$ cat src/rtl/io_port_pkg.sv
// Package: shared sizes and the port-select encoding of the I/O register block.
// Assumes the four ports occupy an address range aligned to four.
package io_port_pkg;

    localparam int DATA_W = 8;   // CPU data width
    localparam int N_SRC  = 6;   // number of maskable interrupt sources

    // Offset of each port above the base address; the decoder relies on this order.
    typedef enum logic [1:0] {
        SEL_MASK = 2'd0,  // interrupt-enable mask
        SEL_STAT = 2'd1,  // live status read / floppy reset write
        SEL_PB   = 2'd2,  // relay / Z-motor output register
        SEL_PC   = 2'd3   // X/Y-motor output register
    } port_sel_e;

    localparam int FDD_CTRL_BIT = 0;  // data bit that controls the floppy reset

endpackage

$ cat src/rtl/io_bus_decode.sv
// Module: io_bus_decode
// Decodes the four ports from the CPU strobes, produces one-hot read selects,
// and turns a write-strobe rising edge into a single-cycle commit pulse carrying
// the address and data of the last sampled low cycle.
// Assumes the bus strobes are already synchronous to clk.
module io_bus_decode
    import io_port_pkg::*;
#(
    parameter int              ADDR_W    = 8,
    parameter logic [ADDR_W-1:0] BASE_ADDR = 8'h80,
    parameter int              D_W       = DATA_W
) (
    input  logic              clk,
    input  logic              rst_n,
    input  logic [ADDR_W-1:0] addr,
    input  logic [D_W-1:0]    din,
    input  logic              iorq_n,
    input  logic              m1_n,
    input  logic              rd_n,
    input  logic              wr_n,
    output logic [3:0]        rd_sel,
    output logic              wr_commit,
    output port_sel_e         wr_sel,
    output logic [D_W-1:0]    wr_data
);

    localparam int N_PORT = 4;

    logic      hit;
    logic      io_cyc;
    logic      wr_now;
    logic      rd_now;
    logic      wr_act_q;
    port_sel_e lat_sel_q;
    logic [D_W-1:0] lat_data_q;

    // Address match against the aligned four-port window and cycle qualification.
    always_comb begin
        hit    = (addr[ADDR_W-1:2] == BASE_ADDR[ADDR_W-1:2]);
        io_cyc = !iorq_n && m1_n && hit;
        wr_now = io_cyc && !wr_n;
        rd_now = io_cyc && !rd_n;
    end

    // One read select per port, asserted only during a decoded read.
    genvar gi;
    generate
        for (gi = 0; gi < N_PORT; gi++) begin : g_rsel
            assign rd_sel[gi] = rd_now && (addr[1:0] == gi[1:0]);
        end
    endgenerate

    // Track the write cycle and latch its address and data while the strobe is low.
    always_ff @(posedge clk) begin
        if (!rst_n) begin
            wr_act_q   <= 1'b0;
            lat_sel_q  <= SEL_MASK;
            lat_data_q <= '0;
        end else begin
            wr_act_q <= wr_now;
            if (wr_now) begin
                lat_sel_q  <= port_sel_e'(addr[1:0]);
                lat_data_q <= din;
            end
        end
    end

    assign wr_commit = wr_act_q && !wr_now;
    assign wr_sel    = lat_sel_q;
    assign wr_data   = lat_data_q;

    // at most one port is selected for reading at a time.
    p_one_select_r1: assert property (@(posedge clk) disable iff (!rst_n)
        $onehot0(rd_sel));

    // a strobe rising edge yields exactly one commit cycle.
    p_commit_single_r2: assert property (@(posedge clk) disable iff (!rst_n)
        wr_commit |=> !wr_commit);

endmodule

$ cat src/rtl/io_reg_bank.sv
// Module: io_reg_bank
// Holds the interrupt mask, the two output registers and the floppy reset bit.
// Loads them from a commit pulse. The floppy bit holds the CPU value, so 0 means
// reset active, which is also its value after chip reset.
module io_reg_bank
    import io_port_pkg::*;
#(
    parameter int D_W = DATA_W
) (
    input  logic           clk,
    input  logic           rst_n,
    input  logic           wr_commit,
    input  port_sel_e      wr_sel,
    input  logic [D_W-1:0] wr_data,
    output logic [D_W-1:0] mask_q,
    output logic [D_W-1:0] pb_q,
    output logic [D_W-1:0] pc_q,
    output logic           fdd_q
);

    logic ld_mask, ld_stat, ld_pb, ld_pc;

    // Per-register load strobes from the committed port select.
    always_comb begin
        ld_mask = wr_commit && (wr_sel == SEL_MASK);
        ld_stat = wr_commit && (wr_sel == SEL_STAT);
        ld_pb   = wr_commit && (wr_sel == SEL_PB);
        ld_pc   = wr_commit && (wr_sel == SEL_PC);
    end

    // Interrupt-enable mask, cleared by reset.
    always_ff @(posedge clk) begin
        if (!rst_n)       mask_q <= '0;
        else if (ld_mask) mask_q <= wr_data;
    end

    // Relay / Z-motor register, cleared by reset (pins high).
    always_ff @(posedge clk) begin
        if (!rst_n)     pb_q <= '0;
        else if (ld_pb) pb_q <= wr_data;
    end

    // X/Y-motor register, cleared by reset (pins high).
    always_ff @(posedge clk) begin
        if (!rst_n)     pc_q <= '0;
        else if (ld_pc) pc_q <= wr_data;
    end

    // Floppy reset control: cleared (reset active) by chip reset, released only by software.
    always_ff @(posedge clk) begin
        if (!rst_n)       fdd_q <= 1'b0;
        else if (ld_stat) fdd_q <= wr_data[FDD_CTRL_BIT];
    end

    // a relay-port commit lands the latched byte in the register.
    p_pb_load_r7: assert property (@(posedge clk) disable iff (!rst_n)
        ld_pb |=> (pb_q == $past(wr_data)));

    // the floppy bit moves only on a commit to the status port.
    p_fdd_hold_r5: assert property (@(posedge clk) disable iff (!rst_n)
        !ld_stat |=> $stable(fdd_q));

    // the mask keeps its value without a mask-port commit.
    p_mask_hold_r3: assert property (@(posedge clk) disable iff (!rst_n)
        !ld_mask |=> $stable(mask_q));

endmodule

$ cat src/rtl/io_irq_gen.sv
// Module: io_irq_gen
// Combines source levels with their enable bits into an open-drain request.
// Models the released state as irq_n = 1 with the pull-down enable off.
module io_irq_gen
    import io_port_pkg::*;
#(
    parameter int NS = N_SRC
) (
    input  logic [NS-1:0] src,
    input  logic [NS-1:0] enable,
    output logic          irq_n,
    output logic          irq_oe
);

    logic pend;

    // Any enabled, active source requests an interrupt.
    always_comb begin
        pend   = |(src & enable);
        irq_oe = pend;
        irq_n  = !pend;
    end

endmodule

$ cat src/rtl/io_port_irq_ctrl.sv
// Module: io_port_irq_ctrl (top)
// I/O-mapped register block with four ports: interrupt mask, live status and
// floppy reset, and two active-low output registers. Also drives an open-drain
// interrupt request. Assumes bus strobes synchronous to clk and a base address
// aligned to four.
module io_port_irq_ctrl
    import io_port_pkg::*;
#(
    parameter logic [7:0] BASE_ADDR = 8'h80
) (
    input  logic       clk,
    input  logic       rst_n,
    input  logic [7:0] addr,
    input  logic       iorq_n,
    input  logic       m1_n,
    input  logic       rd_n,
    input  logic       wr_n,
    input  logic [7:0] din,
    output logic [7:0] dout,
    output logic       dout_oe,
    input  logic       cas_in,
    input  logic       prn_cr,
    input  logic       prn_sw,
    input  logic       fdc_int,
    input  logic       cc_key,
    input  logic       pf_key,
    input  logic       rev_in,
    output logic [7:0] pb_n,
    output logic [7:0] pc_n,
    output logic       fdd_rst_n,
    output logic       irq_n,
    output logic       irq_oe
);

    localparam int PAD_W = DATA_W - N_SRC - 1;

    logic [3:0]        rd_sel;
    logic              wr_commit;
    port_sel_e         wr_sel;
    logic [DATA_W-1:0] wr_data;
    logic [DATA_W-1:0] mask_q, pb_q, pc_q;
    logic              fdd_q;
    logic [N_SRC-1:0]  src;
    logic [DATA_W-1:0] status;

    // Source vector in mask-bit order, and the live status byte.
    always_comb begin
        src    = {rev_in, pf_key, cc_key, fdc_int, prn_sw, prn_cr};
        status = {{PAD_W{1'b0}}, src, cas_in};
    end

    io_bus_decode #(
        .ADDR_W(8), .BASE_ADDR(BASE_ADDR), .D_W(DATA_W)
    ) u_dec (
        .clk(clk), .rst_n(rst_n), .addr(addr), .din(din),
        .iorq_n(iorq_n), .m1_n(m1_n), .rd_n(rd_n), .wr_n(wr_n),
        .rd_sel(rd_sel), .wr_commit(wr_commit), .wr_sel(wr_sel), .wr_data(wr_data)
    );

    io_reg_bank #(.D_W(DATA_W)) u_regs (
        .clk(clk), .rst_n(rst_n), .wr_commit(wr_commit), .wr_sel(wr_sel),
        .wr_data(wr_data), .mask_q(mask_q), .pb_q(pb_q), .pc_q(pc_q), .fdd_q(fdd_q)
    );

    io_irq_gen #(.NS(N_SRC)) u_irq (
        .src(src), .enable(mask_q[N_SRC-1:0]), .irq_n(irq_n), .irq_oe(irq_oe)
    );

    // Read-data multiplexer driven by the one-hot selects; zero when idle.
    always_comb begin
        dout = '0;
        if (rd_sel[SEL_MASK]) dout = mask_q;
        if (rd_sel[SEL_STAT]) dout = status;
        if (rd_sel[SEL_PB])   dout = pb_q;
        if (rd_sel[SEL_PC])   dout = pc_q;
        dout_oe = |rd_sel;
    end

    // Output pins are the inverse of the stored bytes; the floppy bit passes straight.
    always_comb begin
        pb_n      = ~pb_q;
        pc_n      = ~pc_q;
        fdd_rst_n = fdd_q;
    end

    // data is driven only with the read, I/O and non-fetch strobes in place.
    p_oe_needs_read_r10: assert property (@(posedge clk) disable iff (!rst_n)
        dout_oe |-> (!rd_n && !iorq_n && m1_n));

    // an opcode-fetch cycle never enables the data bus.
    p_no_fetch_read_r1: assert property (@(posedge clk) disable iff (!rst_n)
        !m1_n |-> !dout_oe);

endmodule

$ cat config.mk
export PLATFORM = sky130hd
export DESIGN_NAME = io_port_irq_ctrl
export DESIGN_NICKNAME = d
export VERILOG_FILES = /design/src/rtl/io_port_pkg.sv /design/src/rtl/io_bus_decode.sv /design/src/rtl/io_reg_bank.sv /design/src/rtl/io_irq_gen.sv /design/src/rtl/io_port_irq_ctrl.sv
export SDC_FILE = /design/constraint.sdc
export NUM_CORES = 1
export LEC_CHECK = 0
export BUFFER_PORTS_ARGS = -buffer_cell sky130_fd_sc_hd__buf_2
export CORE_UTILIZATION = 30
export DETAILED_ROUTE_END_ITERATION = 6
export GPL_TIMING_DRIVEN = 0
export PLACE_DENSITY_LB_ADDON = 0.25
export RECOVER_POWER = 50
export SYNTH_ARGS = -nofsm -noshare
export SYNTH_HDL_FRONTEND = slang
export SYNTH_SLANG_ARGS = --single-unit
export TNS_END_PERCENT = 10
$ cat constraint.sdc
create_clock -name clk -period 3 [get_ports clk]
set_input_delay 0.6 -clock clk [delete_from_list [all_inputs] [get_ports clk]]
set_output_delay 0.6 -clock clk [all_outputs]
set_load 0.005 [all_outputs]
# Yosys cells after proc, flatten, opt, wreduce, memory -nomap -nowiden
# Cells that the tools add are included.
[word_totals]
reg_bits = 36
input_bits = 29
output_inout_bits = 28
word_cells = 43
[classes]
eq_ne = 7
mux = 4
bitwise = 3
n_reduce_logical = 22
[op_table]
columns = ["operator", "count"]
rows = [
  ["8-bit 2-to-1 mux", 4],
  ["8-bit NOT", 2],
  ["1-bit logical AND", 13],
  ["2-bit == test (second input constant)", 4],
  ["6-bit AND", 1],
  ["6-bit == test (second input constant)", 1],
  ["6-bit OR reduction", 1],
  ["1-bit zero test", 5],
  ["2-bit by 1-bit == test with 1-bit output (second input constant)", 2],
  ["2-bit zero test", 2],
  ["4-bit OR reduction", 1],
]

# Depth between registers and ports, before layout
# Gate-level depths: netlist (run 1).
[depth]
depth_word = 9
depth_mapped = 5
ltp_nobuf = 3

# By module
# A second synthesis (run 1) with hierarchy kept.
[unflattened]
hier_cells = 203
area_unflattened_um2 = 1773.0
[modules_own_cells]
columns = ["mod", "n_inst", "cells_each", "area_each_um2", "seq_area_each_um2"]
rows = [
  ["io_reg_bank", 1, 93, 937.1, 500.5],
  ["io_bus_decode", 1, 55, 519.2, 220.2],
  ["io_port_irq_ctrl", 1, 50, 267.8, 0.0],
  ["io_irq_gen", 1, 5, 48.8, 0.0],
]

# Worst setup path after synthesis (run 1)
# Ideal clock, no wire load.
[synth_path]
path_type = "input to output"
startpoint = "input iorq_n"
endpoint = "output dout[0]"
arrival_time_ns = 1.912
required_ns = 2.400
path_slack_ns = 0.488
stages = 5
cell_sequence = "or4b_1 > buf_2 > or3_1 > clkbuf_1 > nor2b_1"
[synth_via]
elab_chain_cells = 9
[synth_lines]
columns = ["element", "line_no", "text"]
rows = [
  ["from (decl)", "io_port_irq_ctrl.sv:14", "input logic iorq_n,"],
  ["1-bit zero test (*)", "io_bus_decode.sv:40", "io_cyc = !iorq_n && m1_n && hit;"],
  ["1-bit logical AND (*) (2 in a row)", "io_bus_decode.sv:40", ""],
  ["1-bit logical AND (*)", "io_bus_decode.sv:42", "rd_now = io_cyc && !rd_n;"],
  ["1-bit logical AND", "io_bus_decode.sv:49", "assign rd_sel[gi] = rd_now && (addr[1:0] == gi[1:0]);"],
  ["8-bit 2-to-1 mux", "io_port_irq_ctrl.sv:72", "if (rd_sel[SEL_MASK]) dout = mask_q;"],
  ["8-bit 2-to-1 mux", "io_port_irq_ctrl.sv:73", "if (rd_sel[SEL_STAT]) dout = status;"],
  ["8-bit 2-to-1 mux", "io_port_irq_ctrl.sv:74", "if (rd_sel[SEL_PB]) dout = pb_q;"],
  ["8-bit 2-to-1 mux (*)", "io_port_irq_ctrl.sv:75", "if (rd_sel[SEL_PC]) dout = pc_q;"],
  ["to (decl)", "io_port_irq_ctrl.sv:19", "output logic [7:0] dout,"],
]
# Every way passes the cells marked *; elsewhere a longest branch is shown, timed or not.

# Worst setup path in the final report (run 1)
[layout_path]
startpoint = "input iorq_n"
endpoint = "output dout[2]"
# The elaborated chain is that of the path after synthesis.

==> flow_summary_export.csv, run 1 <==
group,metric,value,unit
status,run_status,"complete, no violations",
sta,finalClockSkew,0.00457,ns
pwr,pwr-share-seq,0.537,
route,drt_wl_total,4450,µm
hold_path,whs_path_depth,2,
yosys,synth_nets,225,
place,dp_hpwl,3360,µm
layout,drive_above_1_share,0.250,
cts,tritoncts,"built",
yosys,synth_cells,196,
yosys,synth_ff_type,"dfxtp_1",
pwr,power-per-cell-area,398,mW/mm²
sta,fmax,355,MHz
sta,drv_slew,0,
cts,clock_sinks,36,
pwr,p_sw_frac,0.224,
pwr,power_switching,0.199,mW
hold_path,min_path_type,"register to register",
route,wl_met1,2250,µm
layout,final_common_cell,"buf_2",
floorplanning,fp.dieArea,0.00632,mm²
hold_path,worstHoldStart,"u_regs.mask_q[7]",
sta,min_period_over_period,0.940,
sta,hold_viol_final,0,
layout,final_cell_mix,"buf_2, dfxtp_1, nand2_1",
pwr,leakagePower,0.797,nW
place,pre_cts_ws,0.0594,ns
layout,final_core_util,0.396,
worst_setup_path,startpoint,"iorq_n",
floorplanning,num_rows,27,
route,final_antenna_net_count,0,
yosys,async_flop_share,0,
worst_setup_path,r2r-end,"u_regs.pc_q[1]",
layout,diodes,0,
floorplanning,io_pins,57,
yosys,yosysSeqAreaShare,0.400,
route,wl_per_cell,13.6,µm
route,drtIter0Drc,69,
route,dr_wl_met2,1860,µm
worst_setup_path,cp_data_required_time,2.40,ns
worst_setup_path,r2r-start,"u_dec.wr_sel[0]",
sta,finalCriticalPeriod,2.82,ns
layout,syn_to_final_growth,24.0,%
global_routing,grt_pass1_wl,7170,µm
global_routing,grt_usage,0.149,
sta,timing.final.setup_violations,0,
cts,clk_pin_slew_worst_paths,0.06,ns
pwr,p_comb_frac,0.070,
global_routing,grt_pass1_vias,1454,
yosys,avgSynthCellArea,9.20,µm²
route,highest_layer,"met4",
global_routing,grt_antenna_before_repair,0,
route,drc,0,
cts,insertion_delay,0.28,ns
place,gp_routability_congestion,0.719,
layout,nNetsFinal,284,
yosys,synth_area,0.00180,mm²
worst_setup_path,worstSetupPathType,"primary input to primary output",
sta,rsz0062_at_grt,"false",
floorplanning,die_h,79.5,µm
sta,fin_ws,0.180,ns
worst_setup_path,r2r_cells,3,
sta,fin_tns_setup,0,ns
pwr,max-vdd-ir-drop,0.000139,V
worst_setup_path,cp-start-kind,"primary input",
sta,tightest_slew,1.07,ns
floorplanning,die_w,79.5,µm
route,vias,1586,
place,place_area,0.00216,mm²
cts,cts_buffer_depth,2,
hold_path,hold_end,"u_regs.mask_q[7]",
worst_setup_path,crit_fanout,9,
route,wl_met3,284,µm
cts,ctsResizeCount,0,
worst_setup_path,end_kind,"primary output",
route,viasPerCell,4.84,
cts,h-tree-depth,2,
global_routing,grt_max_degree,11,
global_routing,gr-total-overflow,0,
pwr,power,0.890,mW
route,firstDrtPassIters,4,
yosys,yosysUniqueCellTypes,24,
worst_setup_path,rrSetupSlack,1.29,ns
sta,maxSlewHeadroom,0.288,
floorplanning,start_util,0.320,
yosys,ys_ff_latch,36,
worst_setup_path,arrival,2.22,ns
layout,postLayoutCellArea,0.00224,mm²
place,io_buffer_count,53,
cts,cts-root-buf,"clkbuf_8",
cts,cts_made_buffers,5,
job,maxCapViolCount,0,
pwr,p_int,0.691,mW
pwr,p_clk_frac,0.393,
yosys,synth_edf_count,0,
floorplanning,core-area,0.00564,mm²
yosys,synth_warnings,0,
cts,hold_buffers,0,
cts,post_cts_buffers,0,
-- flip-flops by register name, summed over array words and instances (netlist names) --
signal / cells
u_regs.pc_q: 8
u_regs.fdd_q: 1
u_regs.pb_q: 8
u_dec.wr_sel: 2
u_dec.wr_data: 8
u_dec.wr_act_q: 1
u_regs.mask_q: 8
-- cells in the mapped netlist (4+ instances only) --
library cell | n | area (µm²)
dfxtp_1 | 36 | 721
nand2_1 | 34 | 128
mux2i_1 | 25 | 250
inv_1 | 21 | 78.8
clkbuf_1 | 14 | 52.6
a21oi_1 | 10 | 50.1
nand4_1 | 10 | 62.6
o31ai_1 | 10 | 75.1
nor2b_1 | 8 | 50.1
mux4_2 | 7 | 158
a22oi_1 | 4 | 30.0
-- logic make-up after synthesis --
group                  synth area share
AND/OR/NAND/NOR                   0.168
buffers and inverters            0.0805
flip-flops                        0.400
multiplexers                      0.232
AO/OA/AOI/OAI                     0.119
-- cell type report --
type | instances | area (µm²)
plain buffers | 16 | 61.3
clock buffers | 8 | 90.1
fillers | 600 | 3410
inverters | 21 | 78.8
multi-input cells | 122 | 937
flip-flops and latches | 36 | 721
well taps | 72 | 90.1
repair buffers | 53 | 258
-- critical path, stage by stage --
cell and delay (ns):
buf_2 0.10, or4b_1 0.49, buf_2 0.17, or3_1 0.53, nor2b_1 0.19, buf_2 0.13
-- worst max path at each step --
stage	to	slack, ns	cells after the start
floorplan	dout[0]	0.49	5
global placement	dout[7]	0.11	7
detailed placement	dout[2]	0.06	7
CTS	dout[2]	0.08	7
global route	dout[2]	0.07	6
finish	dout[2]	0.18	6
-- power groups by stage --
stage	clock, mW	combinational [mW]	sequential [mW]
floorplan	0	0.0336	0.489
global placement	0	0.0621	0.489
detailed placement	0	0.0626	0.489
CTS	0.365	0.0628	0.478
global route	0.389	0.0682	0.478
finish	0.350	0.0622	0.478
-- routing by layer --
layer | track usage | vias to the layer above
met1 | 0.203 | 718
li1 | - | 809
met4 | 0.0491 | 0
met3 | 0.0366 | 7
met2 | 0.228 | 52
met5 | 0 | -
-- stage by stage --
stage               std cells  hold WS, ns
detailed placement        321        0.457
global route              328        0.485
floorplan                 196        0.436
global placement          321        0.445
finish                    328        0.464
CTS                       329        0.467
Note: power is estimated with default switching activity, not from simulation.
==> run 2, diff against run 1 <==
CTS_BUF_LIST = sky130_fd_sc_hd__clkbuf_4 sky130_fd_sc_hd__clkbuf_8 sky130_fd_sc_hd__clkbuf_16   (was default)
==> flow_summary_export.csv, run 2 (synthesis gave the netlist of run 1 again) <==
group,metric,value,unit
status,run_status,"complete, no violations",
job,maxCapViolCount,0,
place,dp_hpwl,3360,µm
place,gp_routability_congestion,0.719,
worst_setup_path,crit_fanout,9,
sta,tightest_slew,1.05,ns
cts,insertion_delay,0.28,ns
layout,nNetsFinal,284,
pwr,power,0.907,mW
route,viasPerCell,4.81,
floorplanning,die_w,79.5,µm
global_routing,gr-total-overflow,0,
sta,drv_slew,0,
layout,final_common_cell,"buf_2",
worst_setup_path,arrival,2.22,ns
worst_setup_path,cp_data_required_time,2.40,ns
floorplanning,start_util,0.320,
cts,clk_pin_slew_worst_paths,0.06,ns
cts,cts_made_buffers,5,
cts,h-tree-depth,2,
pwr,leakagePower,0.804,nW
cts,tritoncts,"built",
pwr,max-vdd-ir-drop,0.000137,V
layout,final_cell_mix,"buf_2, dfxtp_1, nand2_1",
floorplanning,num_rows,27,
floorplanning,die_h,79.5,µm
cts,hold_buffers,0,
pwr,power-per-cell-area,404,mW/mm²
cts,clock_sinks,36,
cts,post_cts_buffers,0,
layout,final_core_util,0.398,
global_routing,grt_max_degree,11,
global_routing,grt_pass1_vias,1457,
worst_setup_path,end_kind,"primary output",
layout,syn_to_final_growth,24.4,%
sta,finalCriticalPeriod,2.82,ns
route,vias,1578,
place,io_buffer_count,53,
worst_setup_path,worstSetupPathType,"primary input to primary output",
layout,diodes,0,
place,place_area,0.00216,mm²
sta,hold_viol_final,0,
route,firstDrtPassIters,4,
sta,fin_tns_setup,0,ns
global_routing,grt_antenna_before_repair,0,
floorplanning,io_pins,57,
worst_setup_path,cp-start-kind,"primary input",
sta,finalClockSkew,0.00383,ns
global_routing,grt_pass1_wl,7200,µm
floorplanning,fp.dieArea,0.00632,mm²
sta,fmax,354,MHz
sta,hold_ws,0.463,ns
global_routing,grt_usage,0.150,
cts,cts-root-buf,"clkbuf_8",
route,final_antenna_net_count,0,
sta,min_period_over_period,0.941,
route,drc,0,
cts,cts_buffer_depth,2,
route,wl_per_cell,13.4,µm
floorplanning,core-area,0.00564,mm²
sta,maxSlewHeadroom,0.297,
layout,postLayoutCellArea,0.00224,mm²
sta,timing.final.setup_violations,0,
hold_path,min_path_type,"register to register",
sta,rsz0062_at_grt,"false",
cts,ctsResizeCount,0,
route,drtIter0Drc,91,
route,drt_wl_total,4390,µm
layout,drive_above_1_share,0.258,
[run 2: cell type report]
cell class                      instances  area, µm²
Inverter                               21       78.8
Buffer                                 16       61.3
Multi-Input combinational cell        122        937
Sequential cell                        36        721
Tap cell                               72       90.1
Clock buffer                            8       97.6
Fill cell                             600       3400
Timing Repair Buffer                   53        258
[run 2: per-layer routing]
layer	up-vias	GRT usage	share of wire
met5	-	0	0
li1	810	-	-
met4	0	0.0600	0.013
met3	5	0.0331	0.071
met2	54	0.227	0.42
met1	709	0.205	0.49
[run 2: path summary, 6_finish.rpt]
kind                                  startpoint          endpoint  slack (ns)  cells after the start
worst max-delay path                      iorq_n           dout[2]        0.18                      6
worst max register to register   u_dec.wr_sel[0]    u_regs.pc_q[1]        1.31                      3
worst min register to register  u_regs.mask_q[7]  u_regs.mask_q[7]        0.46                      2
worst min-delay path            u_regs.mask_q[7]  u_regs.mask_q[7]        0.46                      2
[run 2: worst max-delay path, cell delays in order]
cell     delay, ns
buf_2         0.10
or4b_1        0.49
buf_2         0.17
or3_1         0.53
nor2b_1       0.19
buf_2         0.13
[run 2: where the power goes]
| part | switching [mW] | internal, mW | total, mW | leakage (nW) |
|---|---|---|---|---|
| Combinational | 0.0362 | 0.0259 | 0.0621 | 0.462 |
| Sequential | 0.000110 | 0.478 | 0.478 | 0.290 |
| Clock | 0.162 | 0.205 | 0.367 | 0.0523 |
[run 2: metrics by stage]
| step | std cells | worst slack (ns) |
|---|---|---|
| after global placement | 321 | 0.107 |
| after detailed placement | 321 | 0.0594 |
| after floorplan | 196 | 0.488 |
| final | 328 | 0.177 |
| after global routing | 328 | 0.0666 |
| after CTS | 329 | 0.0848 |
